==> src/rtl/ufb_pkg.sv <==
package ufb_pkg;
    localparam int DEF_INT_W   = 16;
    localparam int DEF_FRAC_W  = 6;
    localparam int DEF_OVS_LOG = 4;
endpackage

==> src/rtl/ufb_div_regs.sv <==
module ufb_div_regs #(
    parameter int INT_W  = 16,
    parameter int FRAC_W = 6
) (
    input  logic              clk,
    input  logic              rst,
    input  logic              int_we,
    input  logic [INT_W-1:0]  int_wd,
    input  logic              frac_we,
    input  logic [FRAC_W-1:0] frac_wd,
    output logic [INT_W-1:0]  int_o,
    output logic [FRAC_W-1:0] frac_o
);
    typedef struct packed {
        logic [INT_W-1:0]  ival;
        logic [FRAC_W-1:0] fval;
    } regs_t;

    regs_t r_d, r_q;

    always_comb begin
        r_d = r_q;
        if (int_we)  r_d.ival = int_wd;
        if (frac_we) r_d.fval = frac_wd;
    end

    always_ff @(posedge clk) begin
        if (rst) r_q <= '0;
        else     r_q <= r_d;
    end

    assign int_o  = r_q.ival;
    assign frac_o = r_q.fval;

    assert_reset_clears_R8: assert property (@(posedge clk)
        rst |=> (r_q.ival == '0 && r_q.fval == '0));

    assert_frac_kept_R1: assert property (@(posedge clk) disable iff (rst)
        (!frac_we && int_we) |=> $stable(r_q.fval));
endmodule

==> src/rtl/ufb_period_gen.sv <==
module ufb_period_gen #(
    parameter int INT_W  = 16,
    parameter int FRAC_W = 6
) (
    input  logic              clk,
    input  logic              rst,
    input  logic              active,
    input  logic [INT_W-1:0]  div_int,
    input  logic [FRAC_W-1:0] div_frac,
    output logic              tick_o
);
    localparam int CNT_W = INT_W + 1;
    localparam int SUM_W = FRAC_W + 1;

    typedef struct packed {
        logic [CNT_W-1:0]  cnt;
        logic [FRAC_W-1:0] acc;
    } per_t;

    per_t s_d, s_q;
    logic [SUM_W-1:0] sum;

    always_comb begin
        s_d = s_q;
        sum = {1'b0, s_q.acc} + {1'b0, div_frac};
        if (!active) begin
            s_d = '0;
        end else if (s_q.cnt <= CNT_W'(1)) begin
            s_d.acc = sum[FRAC_W-1:0];
            s_d.cnt = CNT_W'(div_int) + CNT_W'(sum[FRAC_W]);
        end else begin
            s_d.cnt = s_q.cnt - CNT_W'(1);
        end
    end

    always_ff @(posedge clk) begin
        if (rst) s_q <= '0;
        else     s_q <= s_d;
    end

    assign tick_o = active && (s_q.cnt == CNT_W'(1));

    assert_count_down_R2: assert property (@(posedge clk) disable iff (rst)
        (active && s_q.cnt > CNT_W'(1)) |=> (s_q.cnt == $past(s_q.cnt) - CNT_W'(1)));

    assert_idle_clears_R7: assert property (@(posedge clk) disable iff (rst)
        !active |=> (s_q.cnt == '0 && s_q.acc == '0));

    assert_len_bound_R2: assert property (@(posedge clk) disable iff (rst)
        s_q.cnt <= CNT_W'(2 ** INT_W));
endmodule

==> src/rtl/ufb_bit_div.sv <==
module ufb_bit_div #(
    parameter int OVS_LOG = 4
) (
    input  logic clk,
    input  logic rst,
    input  logic active,
    input  logic tick_i,
    output logic bit_o
);
    typedef struct packed {
        logic [OVS_LOG-1:0] sub;
    } bd_t;

    bd_t b_d, b_q;

    always_comb begin
        b_d = b_q;
        if (!active)     b_d.sub = '0;
        else if (tick_i) b_d.sub = b_q.sub + OVS_LOG'(1);
    end

    always_ff @(posedge clk) begin
        if (rst) b_q <= '0;
        else     b_q <= b_d;
    end

    assign bit_o = tick_i && (&b_q.sub);

    assert_bit_with_tick_R4: assert property (@(posedge clk) disable iff (rst)
        bit_o |-> tick_i);

    assert_bit_wraps_R4: assert property (@(posedge clk) disable iff (rst)
        bit_o |=> (b_q.sub == '0));

    assert_idle_sub_R7: assert property (@(posedge clk) disable iff (rst)
        !active |=> (b_q.sub == '0));
endmodule

==> src/rtl/uart_frac_baudgen.sv <==
module uart_frac_baudgen
    import ufb_pkg::*;
#(
    parameter int INT_W   = DEF_INT_W,
    parameter int FRAC_W  = DEF_FRAC_W,
    parameter int OVS_LOG = DEF_OVS_LOG
) (
    input  logic              clk,
    input  logic              rst,
    input  logic              run_en,
    input  logic              int_wr_en,
    input  logic [INT_W-1:0]  int_wr_data,
    input  logic              frac_wr_en,
    input  logic [FRAC_W-1:0] frac_wr_data,
    output logic              tick16_o,
    output logic              bit_tick_o
);
    logic [INT_W-1:0]  div_int;
    logic [FRAC_W-1:0] div_frac;
    logic              run_ok;
    logic              tick;

    ufb_div_regs #(.INT_W(INT_W), .FRAC_W(FRAC_W)) regs_i (
        .clk     (clk),
        .rst     (rst),
        .int_we  (int_wr_en),
        .int_wd  (int_wr_data),
        .frac_we (frac_wr_en),
        .frac_wd (frac_wr_data),
        .int_o   (div_int),
        .frac_o  (div_frac)
    );

    assign run_ok = run_en && (div_int != '0);

    ufb_period_gen #(.INT_W(INT_W), .FRAC_W(FRAC_W)) per_i (
        .clk      (clk),
        .rst      (rst),
        .active   (run_ok),
        .div_int  (div_int),
        .div_frac (div_frac),
        .tick_o   (tick)
    );

    ufb_bit_div #(.OVS_LOG(OVS_LOG)) bdiv_i (
        .clk    (clk),
        .rst    (rst),
        .active (run_ok),
        .tick_i (tick),
        .bit_o  (bit_tick_o)
    );

    assign tick16_o = tick;

    assert_zero_int_quiet_R6: assert property (@(posedge clk) disable iff (rst)
        (div_int == '0) |-> (!tick16_o && !bit_tick_o));

    assert_stopped_quiet_R7: assert property (@(posedge clk) disable iff (rst)
        !run_en |-> (!tick16_o && !bit_tick_o));
endmodule

==> config.mk <==
export PLATFORM = sky130hd
export DESIGN_NAME = uart_frac_baudgen
export DESIGN_NICKNAME = d
export VERILOG_FILES = /design/src/rtl/ufb_pkg.sv /design/src/rtl/ufb_div_regs.sv /design/src/rtl/ufb_period_gen.sv /design/src/rtl/ufb_bit_div.sv /design/src/rtl/uart_frac_baudgen.sv
export SDC_FILE = /design/constraint.sdc
export NUM_CORES = 1
export LEC_CHECK = 0
export BUFFER_PORTS_ARGS = -buffer_cell sky130_fd_sc_hd__buf_4
export CORE_AREA = 2 2 62 78
export CTS_BUF_LIST = sky130_fd_sc_hd__clkbuf_8
export DETAILED_ROUTE_END_ITERATION = 6
export DIE_AREA = 0 0 64 80
export PLACE_DENSITY = 0.9
export RECOVER_POWER = 50
export REMOVE_ABC_BUFFERS = 1
export SYNTH_ARGS = -nofsm -noshare
export SYNTH_HDL_FRONTEND = slang
export SYNTH_SLANG_ARGS = --single-unit
==> constraint.sdc <==
create_clock -name clk -period 3.25 [get_ports clk]
set_input_delay 0.8125 -clock clk [delete_from_list [all_inputs] [get_ports clk]]
set_output_delay 0.8125 -clock clk [all_outputs]
set_load 0.005 [all_outputs]
Yosys cells after proc, flatten, opt, wreduce, memory -nomap -nowiden
Index checks and enable logic that the tools add are counted.
{"block": "word_totals", "mem_count": 0, "latchBits": 0, "ramBits": 0, "output_inout_bits": 2, "rom_bits": 0, "ff_bits": 49, "input_bits": 27, "wordCells": 19}
{"block": "classes", "n_reduce_logical": 6, "shifts": 0, "addsub": 4, "magnitude_cmp": 1, "eq_ne": 1, "mul": 0, "mux": 1, "n_bitwise": 1, "div_mod_pow": 0}
{"op": "$add 16x1->17", "n": 1}
{"op": "$eq 17x1->1 const B", "n": 1}
{"op": "$le 17x1->1 const B", "n": 1}
{"op": "$mux 17", "n": 1}
{"op": "$sub 17x1->17 const B", "n": 1}
{"op": "$reduce_bool 16->1", "n": 1}
{"op": "$add 6x6->7", "n": 1}
{"op": "$add 4x1->4 const B", "n": 1}
{"op": "$reduce_and 4->1", "n": 1}
{"op": "$logic_and 1x1->1", "n": 3}
{"op": "$reduce_or 2->1", "n": 1}
{"op": "$not 1->1", "n": 1}

Depth between registers and ports, before layout
{"block": "logic_depth", "ltp_word": 4, "ltp_mapped": 14}

Modules after synthesis
A second synthesis with hierarchy kept.
{"block": "unflattened", "cells_unflattened": 291, "area_unflattened_um2": 2646.3}
{"mod": "ufb_period_gen", "area_each_um2": 1624.1, "instances": 1, "cells_each": 195}
{"mod": "ufb_div_regs", "area_each_um2": 788.3, "instances": 1, "cells_each": 71}
{"mod": "ufb_bit_div", "area_each_um2": 196.4, "instances": 1, "cells_each": 19}
{"mod": "uart_frac_baudgen", "area_each_um2": 37.5, "instances": 1, "cells_each": 6}

Least setup slack after synthesis
Ideal clock, no wire load.
{"block": "synth_timing", "path_type": "flip-flop to flip-flop", "start": "reg regs_i.r_q, in the netlist regs_i.frac_o[0]", "end": "reg per_i.s_q[16] in the netlist's numbering", "path_buffers": 0, "path_stages_with_launch": 15, "required_ps": 3125, "arrival_time_ps": 2503, "synth_period_minus_slack_ps": 2629, "setup_ps": 125, "path_slack_ps": 621, "path_cell_list": "dfxtp_1 -> ha_1 -> inv_1 -> fa_1 -> nand2b_1 -> a21oi_1 -> a21o_1 -> a21o_1 -> ha_1 -> ha_1 -> nand3_1 -> nor2_1 -> and4_1 -> xnor2_1 -> o22ai_1"}
{"block": "synth_via", "elab_chain_cells": 3}
{"item": "from (decl)", "line_no": "ufb_div_regs.sv:19", "source": "regs_t r_d, r_q;"}
{"item": "from (signal assigned)", "line_no": "ufb_div_regs.sv:29", "source": "else r_q <= r_d;"}
{"item": "$add 6x6->7", "line_no": "ufb_period_gen.sv:25", "source": "sum = {1'b0, s_q.acc} + {1'b0, div_frac};"}
{"item": "$add 16x1->17", "line_no": "ufb_period_gen.sv:30", "source": "s_d.cnt = CNT_W'(div_int) + CNT_W'(sum[FRAC_W]);"}
{"item": "$mux 17", "line_no": "ufb_period_gen.sv:28", "source": "end else if (s_q.cnt <= CNT_W'(1)) begin"}
{"item": "to (signal assigned)", "line_no": "ufb_period_gen.sv:37", "source": "if (rst) s_q <= '0;"}
{"item": "to (signal assigned)", "line_no": "ufb_period_gen.sv:38", "source": "else s_q <= s_d;"}
{"item": "to (decl)", "line_no": "ufb_period_gen.sv:20", "source": "per_t s_d, s_q;"}
No other way between the ends.
A chain may end at the register's enable or synchronous reset.

Worst setup path after layout
{"block": "layout_timing", "start": "reg per_i.s_q[13] in the netlist's numbering", "end": "out bit_tick_o"}
{"block": "layout_via", "elab_chain_cells": 3}
{"item": "$eq 17x1->1", "line_no": "ufb_period_gen.sv:41", "source": "assign tick_o = active && (s_q.cnt == CNT_W'(1));"}
{"item": "$logic_and 1x1->1", "line_no": "ufb_period_gen.sv:41"}
{"item": "$logic_and 1x1->1", "line_no": "ufb_bit_div.sv:27", "source": "assign bit_o = tick_i && (&b_q.sub);"}
{"item": "to (decl)", "line_no": "uart_frac_baudgen.sv:16", "source": "output logic bit_tick_o"}
No other way between the ends.

==> metrics <==
status completed; Post-Place Cells 361; average wire per cell in the routed design 13.9 um; total track usage 21.6%; vias in the first global route 1,936; Distinct cells, synth 40; power consumption 2.38 mW; CTS buffer count 5; fill cell count 350; Reg area 981 sq um; count of pins over their slew limit 0; yosys warns 0; number of antenna diodes 0; min Tclk post-route 3.09 ns; RSZ-0062 raised after global routing no; relative max-transition margin 28.0%; CP Max Fanout 7; H-tree Lvls 2; Final Hold Viols 0; commonest non-fill, non-tap cell in the layout dfxtp_1; Final Cycle Share 95.0%; multi-input logic area 1490 sq um; Mean Syn Cell Area 8.92 sq um; hold buffer count at cts 0; Worst-Skew Late Latency 0.30 ns; clk_skew 0.00368 ns; Final GP Congestion 0.877; die width 64 um; Main synth FF type dfxtp_1; Port Buf Inserts 28; Final ANT Viol Nets 0; CP required 2.44 ns; Async SR Flop Fraction 0%; hold_ws 0.464 ns; Max VDD drop 372 uV; crit path DAT 2.27 ns; EDFF count, synth 0; GRT overflow 0; DRC 0; Power Dens Cells 825 nW/um^2; drt via density 5.60; clk slew on worst S/H paths 0.08 ns; most frequent cells in the layout 49 x dfxtp_1, 48 x nor2_1, 27 x buf_4, 23 x mux2i_1, 17 x nand2_1; Setup violations, final 0; largest net degree at the start of global routing 25; DPL Wire Length 3770 um; Longest Clk Path Bufs 2; Placed Area 2790 sq um; Die Span Y 80 um; Seq/Total Area, Yosys 38.7%; core footprint 4360 sq um; DR vias 2,067; first-pass GRT wire length 8700 um; maxcap violations 0; Min-Delay Path Class register to register; Starting Density 58.1%; Setup Buffers After CTS 0; final net count 350; design area 2880 sq um; IO Pins 29; initial antenna violation count 0; CTS tree built; r2r setup slk 0.37 ns; full die area 5120 sq um; setup TNS 0 ns; Row Count 27; Crit Path Class register to primary output; Worst setup SP type register; Least-Margin Pin Slew 1.08 ns; number of DRC markers in iteration 0 59; Pre-antenna DRT Iters 4; Yosys reg bits 49; CTS sink count 49; fmax 0.324 GHz; Post-Route WL 5110 um; Mapped Area 2530 sq um; Post-Syn Instances 284; CP endpoint kind primary output; CTS resizes 0; Pleak 1.21 nW; Non-Filler Instances 369; root buffer cell clkbuf_8; share of layout cells above drive strength 1 12.2%; Layout area overhead 13.6%
[metrics by stage]
stage,utilization (%),setup slack (ns)
after floorplan,-,0.616
after global placement,63.9,0.468
after detailed placement,63.9,0.394
after CTS,66.2,0.155
after global routing,66.1,0.0147
final,66.1,0.163
[critical path, cell delays in order (launching register included)]
cell     delay (ns)
dfxtp_1        0.36
or4_4          0.57
nor3_4         0.27
nand4_2        0.26
nor2_1         0.21
and4_1         0.21
buf_4          0.10
[cell usage after synthesis (2+ instances only)]
cell type  instances  area (sq um)
a211oi_1           9          67.6
a21oi_1            8          40.0
o31ai_1            2          15.0
o21ai_0            4          20.0
nor3_1             5          25.0
clkbuf_1           9          33.8
nand3_1           10          50.1
inv_1              7          26.3
xnor2_1           16           140
nor2_1            48           180
and2_1             2          12.5
mux2i_1           23           230
o22ai_1            7          43.8
and4_1             3          26.3
xor2_1            13           114
or3_1              4          25.0
o21bai_1           2          15.0
a311oi_1           3          26.3
nand2_1           17          63.8
nor4_1             5          31.3
nand2b_1           3          18.8
dfxtp_1           49           981
ha_1              12           150
nand4_1            5          31.3
and3b_1            2          17.5
a21o_1             2          15.0
[metal layers]
layer	up-vias	wire, um	share of wire [%]	track usage [%]
met1	973	2290	45	26.0
met4	0	72	1.4	7.39
met5	-	0	0	0
met3	5	140	2.7	3.10
li1	1060	-	-	-
met2	29	2610	51	38.6
[registers in the layout (all words and copies together) (netlist names)]
signal         flops
per_i.s_q         23
regs_i.int_o      16
regs_i.frac_o      6
bdiv_i.b_q         4
[area by class of cell]
| cell class | count | area share, % |
|---|---|---|
| repair buffers | 29 | 7.30 |
| multi-input cells | 218 | 51.7 |
| clock inverters | 1 | 0.174 |
| well taps | 58 | 2.52 |
| inverters | 7 | 0.913 |
| clock buffers | 7 | 3.35 |
| flip-flops and latches | 49 | 34.1 |
[power by group]
group	total [mW]	switching, mW	internal [mW]
combinational	1.16	0.684	0.475
sequential	0.828	0.114	0.714
clock	0.389	0.197	0.193
[kinds of logic (layout without fill, tap and decap cells)]
kind of cell,Yosys count,in the layout,synth area share [%]
compound gates,42,42,11.1
buf+inv,17,44,2.57
flops,49,49,38.7
mux,23,23,9.09
fa+ha+maj,13,13,6.72
xor+xnor,29,29,10.0
simple gates,111,111,21.8
[path summary, 6_finish.rpt]
check | start | endpoint | cells after the start
worst max register to register | regs_i.frac_o[0]$_SDFFE_PP0P_ | per_i.s_q[14]$_SDFF_PP0_ | 14
worst min-delay path | per_i.s_q[2]$_SDFFE_PP0N_ | per_i.s_q[2]$_SDFFE_PP0N_ | 2
worst min register to register | per_i.s_q[2]$_SDFFE_PP0N_ | per_i.s_q[2]$_SDFFE_PP0N_ | 2
worst max-delay path | per_i.s_q[13]$_SDFF_PP0_ | bit_tick_o | 6
Power figures use the tool's default switching activity.
